## src/rtl/tw_pkg.sv

```systemverilog
package tw_pkg;
  typedef enum logic [1:0] {
    ST_IDLE = 2'd0,
    ST_PRE  = 2'd1,
    ST_POST = 2'd2,
    ST_DONE = 2'd3
  } tw_state_t;

  localparam logic [1:0] POS_END   = 2'd0;
  localparam logic [1:0] POS_START = 2'd1;
  localparam logic [1:0] POS_MID   = 2'd2;
endpackage

```

## src/rtl/tw_store.sv

```systemverilog
module tw_store #(
  parameter int DATA_W = 16,
  parameter int DEPTH  = 16,
  localparam int AW    = $clog2(DEPTH)
) (
  input  logic              clk,
  input  logic              rst,
  input  logic              we,
  input  logic [AW-1:0]     waddr,
  input  logic [DATA_W-1:0] wdata,
  input  logic              re,
  input  logic [AW-1:0]     raddr,
  output logic [DATA_W-1:0] rdata,
  output logic              rvalid
);
  logic [DATA_W-1:0] mem [DEPTH];

  always_ff @(posedge clk) begin
    if (we) mem[waddr] <= wdata;
  end

  always_ff @(posedge clk) begin
    if (re) rdata <= mem[raddr];
  end

  always_ff @(posedge clk) begin
    if (rst) rvalid <= 1'b0;
    else     rvalid <= re;
  end

  assert_read_latency_R10: assert property (@(posedge clk) disable iff (rst)
    re |=> rvalid);
endmodule

```

## src/rtl/tw_rdaddr.sv

```systemverilog
module tw_rdaddr #(
  parameter int DEPTH = 16,
  localparam int AW   = $clog2(DEPTH)
) (
  input  logic [AW-1:0] wptr,
  input  logic          wrapped,
  input  logic [AW-1:0] rd_idx,
  output logic [AW-1:0] raddr,
  output logic [AW:0]   kept
);
  logic [AW-1:0] oldest;

  always_comb begin
    oldest = wrapped ? wptr : '0;
    raddr  = oldest + rd_idx;
    kept   = wrapped ? (AW+1)'(DEPTH) : {1'b0, wptr};
  end
endmodule

```

## src/rtl/tw_ctrl.sv

```systemverilog
module tw_ctrl
  import tw_pkg::*;
#(
  parameter int DEPTH = 16,
  localparam int AW   = $clog2(DEPTH),
  localparam int CW   = AW + 1
) (
  input  logic          clk,
  input  logic          rst,
  input  logic          arm,
  input  logic [1:0]    pos_mode,
  input  logic          stop_on_full,
  input  logic          in_valid,
  input  logic          trig,
  output logic          we,
  output logic [AW-1:0] wptr,
  output logic          wrapped,
  output logic [AW-1:0] trig_addr,
  output logic          done
);
  tw_state_t st, st_nxt;
  logic [CW-1:0] cnt, tgt_q, tgt_now;
  logic          fill_now;

  always_comb begin
    case (pos_mode)
      POS_START: tgt_now = CW'(DEPTH);
      POS_MID:   tgt_now = CW'(DEPTH / 2);
      default:   tgt_now = '0;
    endcase
  end

  always_comb begin
    we = 1'b0;
    if (!arm) begin
      if (st == ST_POST) we = in_valid;
      else if (st == ST_PRE) we = in_valid && !(trig && tgt_now == '0);
    end
    fill_now = we && !wrapped && (wptr == AW'(DEPTH - 1));
  end

  always_comb begin
    st_nxt = st;
    case (st)
      ST_PRE: begin
        if (trig) begin
          if (tgt_now == '0)                      st_nxt = ST_DONE;
          else if (we && tgt_now == CW'(1))       st_nxt = ST_DONE;
          else                                    st_nxt = ST_POST;
        end
      end
      ST_POST: if (we && (cnt + CW'(1)) == tgt_q) st_nxt = ST_DONE;
      default: ;
    endcase
    if (stop_on_full && fill_now) st_nxt = ST_DONE;
    if (arm) st_nxt = ST_PRE;
  end

  always_ff @(posedge clk) begin
    if (rst) begin
      st        <= ST_IDLE;
      done      <= 1'b0;
      wptr      <= '0;
      wrapped   <= 1'b0;
      trig_addr <= '0;
      cnt       <= '0;
      tgt_q     <= '0;
    end else begin
      st   <= st_nxt;
      done <= (st_nxt == ST_DONE);
      if (arm) begin
        wptr      <= '0;
        wrapped   <= 1'b0;
        trig_addr <= '0;
        cnt       <= '0;
        tgt_q     <= '0;
      end else begin
        if (we) begin
          wptr <= wptr + AW'(1);
          if (wptr == AW'(DEPTH - 1)) wrapped <= 1'b1;
        end
        if (st == ST_PRE && trig) begin
          trig_addr <= wptr;
          tgt_q     <= tgt_now;
          cnt       <= we ? CW'(1) : '0;
        end else if (st == ST_POST && we) begin
          cnt <= cnt + CW'(1);
        end
      end
    end
  end

  assert_reset_clear_R1: assert property (@(posedge clk)
    rst |=> (!done && wptr == '0 && !wrapped && trig_addr == '0));

  assert_pre_advance_R2: assert property (@(posedge clk) disable iff (rst)
    (st == ST_PRE && in_valid && !trig && !arm) |=> (wptr == $past(wptr) + AW'(1)));

  assert_end_done_R3: assert property (@(posedge clk) disable iff (rst)
    (st == ST_PRE && trig && pos_mode == POS_END && !arm) |=> done);

  assert_full_stop_R6: assert property (@(posedge clk) disable iff (rst)
    (stop_on_full && fill_now && !arm) |=> done);

  assert_trig_hold_R7: assert property (@(posedge clk) disable iff (rst)
    ((st == ST_POST || st == ST_DONE) && !arm) |=> $stable(trig_addr));

  assert_frozen_R8: assert property (@(posedge clk) disable iff (rst)
    (done && !arm) |=> ($stable(wptr) && $stable(wrapped)));

  assert_rearm_R11: assert property (@(posedge clk) disable iff (rst)
    arm |=> (!done && wptr == '0 && !wrapped));
endmodule

```

## src/rtl/trace_window_capture.sv

```systemverilog
module trace_window_capture #(
  parameter int DATA_W = 16,
  parameter int DEPTH  = 16,
  localparam int AW    = $clog2(DEPTH)
) (
  input  logic              clk,
  input  logic              rst,
  input  logic              arm,
  input  logic [1:0]        pos_mode,
  input  logic              stop_on_full,
  input  logic              in_valid,
  input  logic [DATA_W-1:0] in_data,
  input  logic              trig,
  input  logic              rd_en,
  input  logic [AW-1:0]     rd_idx,
  output logic              done,
  output logic [AW-1:0]     trig_addr,
  output logic [AW:0]       kept_count,
  output logic              rd_valid,
  output logic [DATA_W-1:0] rd_data
);
  logic          we;
  logic [AW-1:0] wptr;
  logic          wrapped;
  logic [AW-1:0] raddr;

  tw_ctrl #(.DEPTH(DEPTH)) u_ctrl (
    .clk          (clk),
    .rst          (rst),
    .arm          (arm),
    .pos_mode     (pos_mode),
    .stop_on_full (stop_on_full),
    .in_valid     (in_valid),
    .trig         (trig),
    .we           (we),
    .wptr         (wptr),
    .wrapped      (wrapped),
    .trig_addr    (trig_addr),
    .done         (done)
  );

  tw_rdaddr #(.DEPTH(DEPTH)) u_rdaddr (
    .wptr    (wptr),
    .wrapped (wrapped),
    .rd_idx  (rd_idx),
    .raddr   (raddr),
    .kept    (kept_count)
  );

  tw_store #(.DATA_W(DATA_W), .DEPTH(DEPTH)) u_store (
    .clk    (clk),
    .rst    (rst),
    .we     (we),
    .waddr  (wptr),
    .wdata  (in_data),
    .re     (rd_en),
    .raddr  (raddr),
    .rdata  (rd_data),
    .rvalid (rd_valid)
  );

  assert_kept_bound_R2: assert property (@(posedge clk) disable iff (rst)
    kept_count <= (AW+1)'(DEPTH));
endmodule

```

## config.mk

```make
export PLATFORM = sky130hd
export DESIGN_NAME = trace_window_capture
export DESIGN_NICKNAME = d
export VERILOG_FILES = /design/src/rtl/tw_pkg.sv /design/src/rtl/tw_store.sv /design/src/rtl/tw_rdaddr.sv /design/src/rtl/tw_ctrl.sv /design/src/rtl/trace_window_capture.sv
export SDC_FILE = /design/constraint.sdc
export NUM_CORES = 1
export LEC_CHECK = 0
export BUFFER_PORTS_ARGS = -buffer_cell sky130_fd_sc_hd__buf_2
export CORE_MARGIN = 3
export CORE_UTILIZATION = 30
export CTS_CLUSTER_DIAMETER = 40
export CTS_CLUSTER_SIZE = 20
export DETAILED_ROUTE_END_ITERATION = 8
export PLACE_DENSITY = 0.41
export SYNTH_ARGS = -nofsm -noshare
export SYNTH_HDL_FRONTEND = slang
export SYNTH_SLANG_ARGS = --single-unit
```

## constraint.sdc

```tcl
create_clock -name clk -period 3.91 [get_ports clk]
set_input_delay 1.173 -clock clk [delete_from_list [all_inputs] [get_ports clk]]
set_output_delay 1.173 -clock clk [all_outputs]
set_load 0.05 [all_outputs]
```

==> results.md <==
* Status: completed
* Data required, critical path at roughly 4200 ps
* Skew-Pair Late Insertion Delay at ~560 ps
* Post-synth cell types at between 40 and 50
* Critical path cell sequence: buf_2 > ha_4 > inv_1 > fa_2 > buf_4 > mux4_1 > and2_1 > a211oi_1 > a31oi_1
* CP peak stage delay at 610 ps
* Overall routing resource usage at 0.140
* Area Growth Syn to Fin at 22.9%
* Netlist Area Pre-Place at 0.0116 mm^2
* Final WS setup at between 1000 and 1500 ps
* Sum Neg Setup Slack at 0 ps
* Die height at 203 um
* 1st-iter DRT viols at between 400 and 500
* Worst Skew at 24.9 ps
* # diodes at 0
* # H-tree levels at 2
* Final hold vios at 0
* Vias in the first global route at 6543
* Max-slew headroom at 0.530
* Setup crit start kind: input port
* Drt first pass iters at 7
* Worst setup EP type: flop
* # port buffers at between 50 and 60
* Total routed wirelength at 28600 um
* Largest net degree at the start of global routing at 39
* Final instance area at 0.0142 mm^2
* MaxCap Viol Count at 0
* Worst Max-Slew Pin Slew at 704 ps
* Synth warn at 0
* Die Span X at approximately 200 um
* Hpwl dp at 15800 um
* Setup-failing EPs final at 0
* Data arrival, critical path at 3140 ps
* Final ANT Viol Nets at 0
* Leak at 4.77 nW
* Io pins at 56
* Asr flop ratio synth at 0
* Critical path's top delay family: adder cells
* Post-Place Cell Area at 0.0127 mm^2
* Cells after synthesis at 609
* CTS tree: done
* Num CTS Buffers at 49
* Critical path class: in -> reg
* Cell area power density at ~550 mW/mm^2
* Synth Flop Type: edfxtp_1
* Total grt overflow at 0
* Die area at approximately 0.041 mm^2
* Core Footprint at roughly 0.038 mm^2
* Clk pin slew, worst setup/hold paths at about 50 ps
* Post-CTS sizing at 0
* Maximum clock rate at 347 MHz
* Post-CTS setup buffer count at 0
* Finished Layout Cells at 1264
* Wire length per cell at 22.6 um
* Period minus WS final at 2880 ps
* Slowest CP cell: fa_2
* Via count at 6020
* Ratio of cells with drive above 1 in the final layout at 0.335
* Hold slack final at approximately 470 ps
* EDFF count, synth at approximately 270
* Sink Count at 292
* Crit Path Max Fanout at 12
* # rows at between 70 and 80
* Max Slew Vio Count at 0
* Syn nets at ~650
* Syn avg cell area at approximately 19 um^2
* Part of the Yosys area used for sequential elements at 0.739
* Hold Path Class: reg -> reg
* Longest Clk Path Bufs at 3
* Crit share post-route at 0.737
* Placement Setup Slack at 424 ps
* FF+latch count, synth at 292
* # placed instances at 1173
* RSZ-0062 raised after global routing: no
* Max rail drop VDD at about 0.00027 V
* Gpl congestion at roughly 0.73
* Number of vias per cell at roughly 4.8
* Initial core utilization at 0.306
* CTS Hold Bufs at 0
* Detailed-route DRC error count at 0
* Root Driver: clkbuf_16
* First-pass GRT wire length at around 42000 um
* Nets at roughly 760
* Initial antenna violation count at 1
* Buffers plus inverters on the worst setup path at 3
[kinds of logic after synthesis]
kind of cell             Yosys count  synth area share
AO/OA/AOI/OAI                     58            0.0373
XOR/XNOR                          14            0.0112
adder cells (fa/ha/maj)           14            0.0158
buffers and inverters             42            0.0204
flip-flops                       292             0.739
multiplexers                      66             0.129
AND/OR/NAND/NOR                  123            0.0480
[worst register-to-register path, cell delays in order (launching register included)]
cell      delay (ps)
dfxtp_1          500
and2_1           230
ha_4             140
inv_1             50
fa_2             610
buf_4            260
mux4_1           320
and2_1           170
a211oi_1         220
a31oi_1           80
[synthesized netlist by cell type, types with 3 or more instances]
cell        n  area (um^2)
edfxtp_1  272         8170
nand2_1    58          218
mux4_2     56         1260
nor2_1     26         97.6
dfxtp_1    20          400
and2_1     19          119
a31oi_1    17          106
ha_1       13          163
buf_2      11         55.1
clkbuf_1   11         41.3
inv_1      11         41.3
a21oi_1    10         50.1
a211oi_2    9          113
a211oi_1    8         60.1
mux4_1      8          210
xnor2_1     7         61.3
xor2_1      6         52.6
buf_6       5         56.3
nor2b_1     4         25.0
nor3_1      4         20.0
buf_4       3         22.5
o21ai_0     3         15.0
[cell usage in the layout, fill, tap and decap left out, drive strengths merged, types with 17 or more instances in the layout]
cell type	instances
a211oi	17
a31oi	17
nor2	26
clkinv	21
and2	19
edfxtp	272
mux4	64
dfxtp	20
clkbuf	54
inv	19
buf	84
nand2	58
[flip-flops by register name, summed over array words and instances (netlist names)]
name	flops
u_ctrl.trig_addr	4
u_ctrl.st	2
u_ctrl.cnt	5
u_store.mem	256
u_ctrl.wrapped	1
u_ctrl.wptr	4
u_ctrl.done	1
u_ctrl.tgt_q	2
u_store.rdata	16
u_store.rvalid	1
[per-layer routing]
| metal | routed length, um | global-route usage |
|---|---|---|
| met2 | 14100 | 0.235 |
| met5 | 0 | 0 |
| met1 | 12600 | 0.184 |
| met3 | 1240 | 0.0279 |
| met4 | 600 | 0.0426 |
[path summary, 6_finish.rpt]
path / startpoint / endpoint / slack [ps] / cells after the start
min reg2reg: u_ctrl.tgt_q[3]$_SDFFE_PP0P_ / u_ctrl.tgt_q[3]$_SDFFE_PP0P_ / 470 / 2
min: u_ctrl.tgt_q[3]$_SDFFE_PP0P_ / u_ctrl.tgt_q[3]$_SDFFE_PP0P_ / 470 / 2
max reg2reg: u_ctrl.wrapped$_SDFFE_PP0P_ / u_store.rdata[1]$_DFFE_PP_ / 1030 / 9
max: rd_idx[0] / u_store.rdata[1]$_DFFE_PP_ / 1030 / 9
[final cells by class]
type,count,area [um^2]
fillers,3546,23600
clock buffers,54,1240
flip-flops and latches,292,8570
multi-input cells,275,2890
well taps,511,639
repair buffers,84,543
inverters,11,41.3
clock inverters,37,328
[where the power goes]
part | leakage [nW] | total [mW] | switching (mW) | internal [mW]
registers | 2.62 | 3.45 | 0.00999 | 3.44
clock network | 0.761 | 4.04 | 1.51 | 2.53
logic | 1.39 | 0.335 | 0.215 | 0.120
total | 4.77 | 7.82 | 1.74 | 6.08
[per-stage QoR]
stage	total power, mW	util
4_1_cts	7.94	0.377
6_report	7.82	0.377
5_1_grt	8.09	0.377
2_1_floorplan	3.72	-
3_5_place_dp	3.85	0.335
3_3_place_gp	3.85	0.335
Power figures use the tool's default switching activity.
